<file path="config.mk">
export PLATFORM = sky130hd
export DESIGN_NAME = oqc_edge_tally
export DESIGN_NICKNAME = d
export VERILOG_FILES = /design/src/rtl/oqc_pkg.sv /design/src/rtl/oqc_edge_tally.sv
export SDC_FILE = /design/constraint.sdc
export NUM_CORES = 1
export LEC_CHECK = 0
export BUFFER_PORTS_ARGS = -buffer_cell sky130_fd_sc_hd__buf_4
export CAP_MARGIN = 20
export CORE_ASPECT_RATIO = 1.2
export CORE_UTILIZATION = 56
export DETAILED_ROUTE_END_ITERATION = 16
export GPL_ROUTABILITY_DRIVEN = 0
export PLACE_DENSITY = 0.82
export SLEW_MARGIN = 25
export SYNTH_ARGS = -nofsm -noshare
export SYNTH_HDL_FRONTEND = slang
export SYNTH_SLANG_ARGS = --single-unit
</file>
<file path="constraint.sdc">
create_clock -name clk -period 4.35 [get_ports clk]
set_clock_uncertainty 0.1 [all_clocks]
set_input_delay 0.2175 -clock clk [delete_from_list [all_inputs] [get_ports clk]]
set_output_delay 0.2175 -clock clk [all_outputs]
set_load 0.01 [all_outputs]
</file>
<file path="src/rtl/oqc_pkg.sv">
`timescale 1ns/1ps
package oqc_pkg;

  // Width needed to hold values 0..n (at least one bit).
  function automatic int unsigned cnt_width(input int unsigned n);
    return (n < 2) ? 1 : $clog2(n + 1);
  endfunction

  // A window is on its last cycle when the cycle index is WINDOW-1.
  function automatic bit window_done(input logic [31:0] idx, input int unsigned window);
    return idx == 32'(window - 1);
  endfunction

  // The threshold is met once the stored count plus the new edge reaches it.
  function automatic bit tally_full(input logic [31:0] cnt, input bit hit, input int unsigned thresh);
    return hit && ((cnt + 32'd1) >= 32'(thresh));
  endfunction

  // The check gives up when the window that just ended was the last allowed one.
  function automatic bit out_of_windows(input logic [31:0] used, input int unsigned max_win);
    return used >= 32'(max_win);
  endfunction

endpackage

</file>
<file path="src/rtl/oqc_edge_tally.sv">
`timescale 1ns/1ps
module oqc_edge_tally #(
  parameter int unsigned THRESH = 4096,
  localparam int unsigned CW = oqc_pkg::cnt_width(THRESH)
) (
  input  logic          clk,
  input  logic          rst_n,
  input  logic          clear,
  input  logic          run,
  input  logic          edge_in,
  output logic          reach,
  output logic [CW-1:0] count
);
  import oqc_pkg::*;

  assign reach = run && tally_full(32'(count), edge_in, THRESH);

  always_ff @(posedge clk or negedge rst_n) begin
    if (!rst_n)                         count <= '0;
    else if (clear)                     count <= '0;
    else if (run && edge_in && !reach)  count <= count + 1'b1;
  end
endmodule

</file>
==> results_dict.tcl <==
set metrics [dict create \
    power.switching_mw 0.0550 \
    internal_power_mw 0.165 \
    synth_warnings 0 \
    cts_tree "yes" \
    core-area_um2 1450 \
    cts_resized 0 \
    holdWs_ps 139 \
    ys_seq_elements 13 \
    hp-class "input pin to register" \
    synth_fp_nets 103 \
    crit_path_end_kind "output port" \
    syn_area_per_cell_um2 9.04 \
    final.min_clock_period_ps 2290 \
    remaining_drc_errors 0 \
    fin_ws_ps 2060 \
    synth_mux_area_share_pct 13.6 \
    yosys-top-cells-area "dfrtp_1, mux2_2, nor2b_1" \
    outcome "finished clean" \
    synth_edf_count 0 \
    total_power_mw 0.220 \
    rows 15 \
    synth_seq_area_share_pct 37.1 \
    tightestPinTransition_ps 526 \
    period_share_pct 52.6 \
    ys.flop_type "dfrtp_1" \
    power.leakage_nw 0.483 \
    grt_usage_pct 26.0 \
    p_clk_share_pct 36.0 \
    ios 19 \
    pwr-share-comb_pct 7.9 \
    cts_root_buffer "clkbuf_4" \
    largest_reg_flops 13 \
    fmax_mhz 437 \
    grt-ovfl-total 0 \
    routed_wl_mm 1.83 \
    antenna_found_initial 0 \
    syn_to_final_growth_pct 19.5 \
    antenna_cells 0 \
    cts_buffer_depth 2 \
    postPlaceCellArea_um2 1010 \
    wl_per_cell_um 13.9 \
    vias_per_cell 5.95 \
    hold_viol 0 \
    fin_area_um2 1050 \
    finalSetupTns_ps 0 \
    post_synth_num_cell_types 34 \
    die_area_um2 1730 \
    fill_cells 108 \
    htree_levels 1 \
    vias 785 \
    worstPathArrival_ps 1970 \
    relSlewSlack_pct 64.7 \
    dpl.cell_count 127 \
    netlist_area_um2 877 \
    gr-usage-met3_pct 5.91 \
    die_h_um 45.4 \
    die_w_um 38.1 \
    setup_viol 0 \
    drt_first_pass_iters 4 \
    largestRegisters "count (13)" \
    vdd_ir_drop_max_v 0.000172 \
    grt_setup_unrepaired "false" \
    worstSetupStartpointType "register" \
    ant_nets 0 \
    grtUsageMet1_pct 35.7 \
    hold_buffers 1 \
    grt.met2_usage_pct 38.6 \
    top_register "count" \
    dp_worst_setup_slack_ps 2180 \
    grt_pass1_wl_mm 3.18 \
    start_util_pct 60.7 \
    synthAdderAreaFrac_pct 1.43 \
    drt_iter0_markers 14 \
    critPathKind "register to output port" \
    swShare_pct 25.0 \
    final_cell_count_no_fill 132 \
    required_ps 4030 \
    slew_viol_final 0 \
    yosys.area.top_type "dfrtp_1" \
    hpwl_mm 1.27 \
    netlist_instances 97 \
    synthXorXnorAreaFrac_pct 0 \
    final_util_pct 72.6 \
    io_buffer_count 18 \
    synth-simple-area-share_pct 36.5 \
    sequentialPowerShare_pct 56.0 \
    async_flop_share_pct 100 \
    nets 122 \
    grt_pass1_vias 731 \
    synth_compound_area_share_pct 8.99 \
    synth_top_family_by_area "simple AND/OR/NAND/NOR gates" \
    cts_made_buffers 3 \
    layout-drive-gt1-share_pct 27.0 \
    synth_top_area_share_pct 37.1 \
    post_cts_buffers 0 \
    critPathMaxFanout 10 \
    clock_latency_ps 290 \
    grt_max_degree 22 \
    cap_viol_max_count 0 \
    cts.reportedPaths.clkPinSlew_ps 80 \
    cts.sinks 13 \
    power_density_nw_per_um2 210 \
    busiest_layer "met2" \
]
worst max-delay path: stages, from the launching register on:
cell,delay [ps]
dfrtp_1,420
ha_1,230
nand4_1,170
nor3_2,440
and3_1,250
nor3_1,50
buf_4,130
layer usage:
layer  routed length [um]  vias to the layer above
li1                     -                      386
met1                  852                      373
met2                  864                       19
met3                   66                        7
met4                   46                        0
met5                    0                        -
power by group through the flow:
stage | logic [mW] | registers, mW | clock network [mW]
5_1_grt | 0.0201 | 0.123 | 0.0839
2_1_floorplan | 0.00827 | 0.126 | 0
3_5_place_dp | 0.0170 | 0.126 | 0
4_1_cts | 0.0177 | 0.123 | 0.0766
3_3_place_gp | 0.0165 | 0.125 | 0
6_report | 0.0175 | 0.123 | 0.0793
synth_stat cells (3+ instances only):
cell type and n:
dfrtp_1 13, nand2_1 8, nor2_1 8, nor2b_1 7
a21oi_1 5, mux2_2 5, nand3_1 5, and3_1 4
mux2i_1 4, nand2b_1 4, nand4_1 4, clkbuf_1 3
kinds of logic after synthesis:
family	count (synthesis)
AOI/OAI and AO/OA	12
adders and majority gates	1
buffers and inverters	5
DFF	13
muxes	11
and+or+nand+nor	55
cell type report:
type	instances	area, um^2	area share, %
timing repair buffer	19	145	13.8
clock buffer	4	26.3	2.51
multi-input combinational	79	531	50.6
sequential	13	325	31.0
tap	17	21.3	2.03
path summary, 6_finish.rpt:
path                       cells past startpoint       from   endpoint  slack [ps]
min in group asynchronous                      2      rst_n   count[2]         210
min                                            2      clear   count[3]         140
min reg2reg                                    2  count[12]  count[12]         480
max reg2reg                                    5   count[0]   count[0]        2200
max in group asynchronous                      2      rst_n   count[5]        3770
max                                            6   count[0]      reach        2060
layout by cell type, fill, tap and decap left out, drive strengths merged, types with 2 or more instances in the layout:
cell type | synthesis | routed
or3 | 2 | 2
o21ai | 2 | 2
nand2 | 8 | 8
and2 | 2 | 2
nor2b | 7 | 7
mux2 | 7 | 7
and3 | 4 | 4
or4 | 2 | 2
nand4 | 5 | 5
clkbuf | 4 | 4
dfrtp | 13 | 13
nor3 | 2 | 2
o31ai | 3 | 3
nand3 | 5 | 5
mux2i | 4 | 4
nor2 | 8 | 8
a21oi | 5 | 5
nand2b | 4 | 4
buf | 1 | 18
No activity file was read; power rests on OpenSTA's default activity.
